--- src/rtl/i2c_div_pkg.sv ---
package i2c_div_pkg;
  localparam int CFG_W        = 16;
  localparam int DIV_A_W      = 2;
  localparam int DIV_B_W      = 6;
  localparam int DIV_A_LSB    = 14;
  localparam int DIV_B_LSB    = 8;
  localparam int FIFO_CLR_BIT = 6;
  localparam int HOLD_BIT     = 4;

  // Strobes and limits passed from control to datapath
  typedef struct packed {
    logic               sclRun;
    logic [DIV_A_W-1:0] limA;
    logic [DIV_B_W-1:0] limB;
  } divStrobeT;
endpackage

--- src/rtl/i2c_div_ctrl.sv ---
module i2c_div_ctrl
  import i2c_div_pkg::*;
#(
  parameter logic [DIV_A_W-1:0] RST_A = '0,
  parameter logic [DIV_B_W-1:0] RST_B = 6'd13
) (
  input  logic             clk,
  input  logic             rstN,
  input  logic             cfgWe,
  input  logic [CFG_W-1:0] cfgWdata,
  input  logic             busActive,
  input  logic             tick,
  output logic [CFG_W-1:0] cfgRdata,
  output logic             fifoClr,
  output logic             holdFlag,
  output divStrobeT        strb
);
  localparam logic [CFG_W-1:0] RST_CFG =
    (CFG_W'(RST_A) << DIV_A_LSB) | (CFG_W'(RST_B) << DIV_B_LSB);
  localparam logic [CFG_W-1:0] STORE_MASK = ~(CFG_W'(1) << FIFO_CLR_BIT);

  logic [CFG_W-1:0]   cfgReg;
  logic [DIV_A_W-1:0] cfgA;
  logic [DIV_B_W-1:0] cfgB;
  logic [DIV_A_W-1:0] limA;
  logic [DIV_B_W-1:0] limB;

  assign cfgA = cfgReg[DIV_A_LSB +: DIV_A_W];
  assign cfgB = cfgReg[DIV_B_LSB +: DIV_B_W];

  always_ff @(posedge clk) begin
    if (!rstN) begin
      cfgReg  <= RST_CFG;
      fifoClr <= 1'b0;
    end else begin
      fifoClr <= cfgWe && cfgWdata[FIFO_CLR_BIT];
      if (cfgWe) cfgReg <= cfgWdata & STORE_MASK;
    end
  end

  // Active limits reload only on a strobe so no period is truncated
  always_ff @(posedge clk) begin
    if (!rstN) begin
      limA <= RST_A;
      limB <= RST_B;
    end else if (tick) begin
      limA <= cfgA;
      limB <= cfgB;
    end
  end

  assign cfgRdata  = cfgReg;
  assign holdFlag  = cfgReg[HOLD_BIT];
  assign strb.sclRun = busActive;
  assign strb.limA   = limA;
  assign strb.limB   = limB;


  limits_hold_chk: assert property (@(posedge clk) disable iff (!rstN)
    !tick |=> ($stable(strb.limA) && $stable(strb.limB)));

  fifo_pulse_chk: assert property (@(posedge clk) disable iff (!rstN)
    (cfgWe && cfgWdata[FIFO_CLR_BIT]) |=> fifoClr);

  fifo_quiet_chk: assert property (@(posedge clk) disable iff (!rstN)
    !(cfgWe && cfgWdata[FIFO_CLR_BIT]) |=> !fifoClr);

  single_tick_chk: assert property (@(posedge clk) disable iff (!rstN)
    (tick && (cfgA != '0 || cfgB != '0)) |=> !tick);
endmodule

--- src/rtl/i2c_div_datapath.sv ---
module i2c_div_datapath
  import i2c_div_pkg::*;
#(
  parameter int SCL_HALF = 11
) (
  input  logic      clk,
  input  logic      rstN,
  input  divStrobeT strb,
  output logic      tick,
  output logic      scl
);
  localparam int HALF_W = $clog2(SCL_HALF);
  localparam logic [HALF_W-1:0] HALF_LAST = HALF_W'(SCL_HALF - 1);

  logic [DIV_A_W-1:0] preCnt;
  logic [DIV_B_W-1:0] divCnt;
  logic [HALF_W-1:0]  sclCnt;
  logic               preTc;
  logic               divTc;

  assign preTc = (preCnt == strb.limA);
  assign divTc = (divCnt == strb.limB);
  assign tick  = preTc && divTc;

  // Prescaler then main divider
  always_ff @(posedge clk) begin
    if (!rstN) begin
      preCnt <= '0;
      divCnt <= '0;
    end else if (preTc) begin
      preCnt <= '0;
      divCnt <= divTc ? '0 : divCnt + 1'b1;
    end else begin
      preCnt <= preCnt + 1'b1;
    end
  end

  // SCL toggles every SCL_HALF strobes while the bus is active
  always_ff @(posedge clk) begin
    if (!rstN || !strb.sclRun) begin
      sclCnt <= '0;
      scl    <= 1'b1;
    end else if (tick) begin
      if (sclCnt == HALF_LAST) begin
        sclCnt <= '0;
        scl    <= ~scl;
      end else begin
        sclCnt <= sclCnt + 1'b1;
      end
    end
  end


  scl_idle_chk: assert property (@(posedge clk) disable iff (!rstN)
    !strb.sclRun |=> scl);

  scl_step_chk: assert property (@(posedge clk) disable iff (!rstN)
    (strb.sclRun && !tick) |=> $stable(scl));

  cnt_bound_chk: assert property (@(posedge clk) disable iff (!rstN)
    (preCnt <= strb.limA) && (divCnt <= strb.limB));
endmodule

--- src/rtl/i2c_scl_divider.sv ---
module i2c_scl_divider
  import i2c_div_pkg::*;
#(
  parameter logic [DIV_A_W-1:0] RST_A    = '0,
  parameter logic [DIV_B_W-1:0] RST_B    = 6'd13,
  parameter int                 SCL_HALF = 11
) (
  input  logic             clk,
  input  logic             rstN,
  input  logic             cfgWe,
  input  logic [CFG_W-1:0] cfgWdata,
  input  logic             busActive,
  output logic [CFG_W-1:0] cfgRdata,
  output logic             sampleTick,
  output logic             scl,
  output logic             fifoClr,
  output logic             holdFlag
);
  divStrobeT strb;
  logic      tick;

  i2c_div_ctrl #(.RST_A(RST_A), .RST_B(RST_B)) u_ctrl (
    .clk(clk), .rstN(rstN), .cfgWe(cfgWe), .cfgWdata(cfgWdata),
    .busActive(busActive), .tick(tick), .cfgRdata(cfgRdata),
    .fifoClr(fifoClr), .holdFlag(holdFlag), .strb(strb)
  );

  i2c_div_datapath #(.SCL_HALF(SCL_HALF)) u_dp (
    .clk(clk), .rstN(rstN), .strb(strb), .tick(tick), .scl(scl)
  );

  assign sampleTick = tick;
endmodule

--- config.mk ---
export PLATFORM = sky130hd
export DESIGN_NAME = i2c_scl_divider
export DESIGN_NICKNAME = d
export VERILOG_FILES = /design/src/rtl/i2c_div_pkg.sv /design/src/rtl/i2c_div_ctrl.sv /design/src/rtl/i2c_div_datapath.sv /design/src/rtl/i2c_scl_divider.sv
export SDC_FILE = /design/constraint.sdc
export NUM_CORES = 1
export LEC_CHECK = 0
export BUFFER_PORTS_ARGS = -buffer_cell sky130_fd_sc_hd__buf_2
export CAP_MARGIN = 20
export CORE_ASPECT_RATIO = 0.9
export CORE_UTILIZATION = 42
export CTS_CLUSTER_SIZE = 40
export DETAILED_ROUTE_END_ITERATION = 8
export PLACE_DENSITY_LB_ADDON = 0.12
export SYNTH_ARGS = -nofsm -noshare
export SYNTH_HDL_FRONTEND = slang
export SYNTH_SLANG_ARGS = --single-unit
--- constraint.sdc ---
create_clock -name clk -period 1.8 [get_ports clk]
set_input_delay 0.09 -clock clk [delete_from_list [all_inputs] [get_ports clk]]
set_output_delay 0.09 -clock clk [all_outputs]
set_load 0.03 [all_outputs]
==> flow_metrics.tcl <==
set metrics [dict create \
    ir_worst_vdd_uv 405 \
    areaGrowthSynthToFinish_pct 23.1 \
    synth_compound_area_share_pct 9.60 \
    post-place-ws_ns 0.0775 \
    holdPathStages 3 \
    synthSimpleGateAreaFrac_pct 21.5 \
    cts_made_buffers 5 \
    synthMuxAreaShare_pct 9.37 \
    cp.required_ns 2.03 \
    final.setup.worst_slack_ns 0.0640 \
    synth_top_family_by_area "simple AND/OR/NAND/NOR gates" \
    critPathLaunchType "register" \
    synth_xor_area_share_pct 8.74 \
    yosys.area.top_type_share_pct 46.2 \
    drt_iter0_drc 74 \
    holdPathEnd "u_ctrl.cfgRdata[11]" \
    hp-start "cfgWdata[11]" \
    fp.coreArea_sq_mm 0.00350 \
    io_pins 40 \
    antenna_found_initial 0 \
    crit_type "reg2reg" \
    drc 0 \
    period_minus_slack_ns 1.74 \
    yosysSeqAreaShare_pct 46.2 \
    cts_root_buf "clkbuf_8" \
    gp_congestion 0.826 \
    drive_above_1_share_pct 27.4 \
    crit_chain "xor2_1 -> or4_4 -> or4_1 -> nand3_1" \
    path_buf_inv 0 \
    via_per_inst 5.13 \
    ys_ff_latch 37 \
    dp_hpwl_mm 2.51 \
    syn_nets 194 \
    path_delay_family "simple AND/OR/NAND/NOR gates" \
    fillers 330 \
    cts.clk_slew.worst_paths_ns 0.07 \
    synth.distinct_cells 33 \
    wl_per_cell_um 13.3 \
    yosysMostFrequentCell "dfxtp_1" \
    clock_path_buffers 2 \
    clkSinkCount 37 \
    grt_pass1_vias 1280 \
    num_rows 20 \
    reg2regPathDepth 4 \
    routed_wl_mm 3.50 \
    async_flop_share_pct 0 \
    p_per_area_mw_per_mm2 831 \
    synth_common_cells "dfxtp_1 (37), nand3_1 (16), nor2_1 (16)" \
    post-route-period-util_pct 96.4 \
    drv_cap 0 \
    diodes 0 \
    crit_fanout 7 \
    yosysTopAreaCell "dfxtp_1" \
    ys_top_cells_by_area "dfxtp_1 (46%), mux2i_1 (9.4%), xnor2_1 (5.5%), nand3_1 (5.0%), nor2_1 (3.7%)" \
    crit_slowest_cell "or4_4" \
    finalHoldViolCount 0 \
    slew_violations 0 \
    holdCritPathClass "in2reg" \
    p_leak_nw 0.880 \
    cts_max_level 2 \
    synth_edf_count 0 \
    grtUsageTotal_pct 19.7 \
    die_w_um 67.1 \
    r2r_end "u_dp.scl" \
    max_clock_freq_mhz 576 \
    grt_overflow 0 \
    via_count 1349 \
    status "finished, final reports clean" \
    syn_inst 173 \
    grt_pass1_wl_mm 5.85 \
    synth_fa_ha_area_share_pct 0.781 \
    setup_tns_ns 0 \
    r2r-start "u_ctrl.limA[1]" \
    fp.dieH_um 60.6 \
    regToRegSetupSlack_ns 0.06 \
    cts_tree "done" \
    syn_area_sq_mm 0.00160 \
    drtPass1Iterations 4 \
    clk_latency_ns 0.29 \
    arrival_ns 1.97 \
    finalNetCount 239 \
    synth_ff_type "dfxtp_1" \
    ant_nets 0 \
    die_area_sq_mm 0.00407 \
    cts_hold_buf 0 \
    setup_violations 0 \
    initial_core_util_pct 45.7 \
    endpoint_kind "register" \
    yosys_warnings 0 \
    syn_avg_cell_area_sq_um 9.26 \
    port_buffers 38 \
    slowest_delay_ns 0.59 \
    fin_skew_ns 0.00376 \
    grt_start_max_net_pins 19 \
]
[state kept, by name (all words and copies together) (netlist names)]
name             cells
u_dp.preCnt          2
u_ctrl.fifoClr       1
u_dp.scl             1
u_dp.divCnt          6
u_dp.sclCnt          4
u_ctrl.cfgRdata     15
u_ctrl.limB          6
u_ctrl.limA          2
[cell type report]
| type | instances | area (sq um) | share of cell area, % |
|---|---|---|---|
| flip-flops and latches | 37 | 743 | 37.7 |
| clock buffers | 6 | 72.6 | 3.68 |
| inverters | 3 | 11.3 | 0.571 |
| clock inverters | 2 | 15.0 | 0.761 |
| multi-input cells | 123 | 808 | 41.0 |
| well taps | 44 | 55.1 | 2.79 |
| repair buffers | 48 | 268 | 13.6 |
[per-layer routing]
metal | share of wire, % | global-route usage (%) | up-vias
met3 | 4.3 | 4.70 | 5
li1 | - | - | 700
met4 | 0.97 | 9.73 | 0
met1 | 48 | 25.4 | 611
met5 | 0 | 0 | -
met2 | 46 | 30.9 | 33
[worst min-delay path, cell delays in order]
cell     delay [ns]
buf_2          0.08
mux2i_1        0.05
nand2_1        0.06
[what timing repair did]
action,CTS,global route
pin swaps,0,2
buffers inserted,0,2
endpoints found under the setup margin,1,2
gates resized for setup,2,4
[per-stage QoR]
stage	instance area [sq um]	power (mW)	hold slack, ns	instances	util (%)
after floorplan	1600	1.02	0.219	173	-
after global placement	1860	1.08	0.309	253	53.2
after detailed placement	1860	1.08	0.311	253	53.2
after CTS	1950	1.66	0.00895	261	55.8
after global routing	1970	1.72	0.0282	263	56.3
final	1970	1.64	0.0175	263	56.3
[power breakdown]
| group | internal [mW] | total, mW | switching, mW |
|---|---|---|---|
| logic | 0.0767 | 0.201 | 0.124 |
| registers | 0.845 | 0.865 | 0.0196 |
| clock network | 0.273 | 0.574 | 0.302 |
| total | 1.19 | 1.64 | 0.445 |
[cells in the final DEF, fill, tap and decap left out, types with 8 or more instances in the layout]
cell,count
o21ai_0,9
nor2_1,16
nand3_1,16
dfxtp_1,35
mux2i_1,15
xnor2_1,10
a21oi_1,8
nand2_1,10
buf_2,37
buf_4,11
[kinds of logic (layout without fill, tap and decap cells)]
group | after synthesis | in the layout
other | 1 | 1
AND/OR/NAND/NOR | 65 | 65
buffers and inverters | 13 | 59
XOR/XNOR | 16 | 16
multiplexers | 15 | 15
AO/OA/AOI/OAI | 25 | 25
adder cells (fa/ha/maj) | 1 | 1
flip-flops | 37 | 37
[how the worst max path moves through the flow]
stage,from,endpoint,slack [ns],cells after the start
2_1_floorplan,u_ctrl.limA[1],u_dp.scl,0.08,5
3_3_place_gp,u_ctrl.limA[1],u_dp.scl,0.10,4
3_5_place_dp,u_ctrl.limA[1],u_dp.scl,0.08,4
4_1_cts,u_ctrl.limA[1],sampleTick,0.03,6
5_1_grt,u_dp.preCnt[0],u_dp.sclCnt[1],-0.01,6
6_report,u_ctrl.limA[1],u_dp.scl,0.06,4
Power figures use the tool's default switching activity.
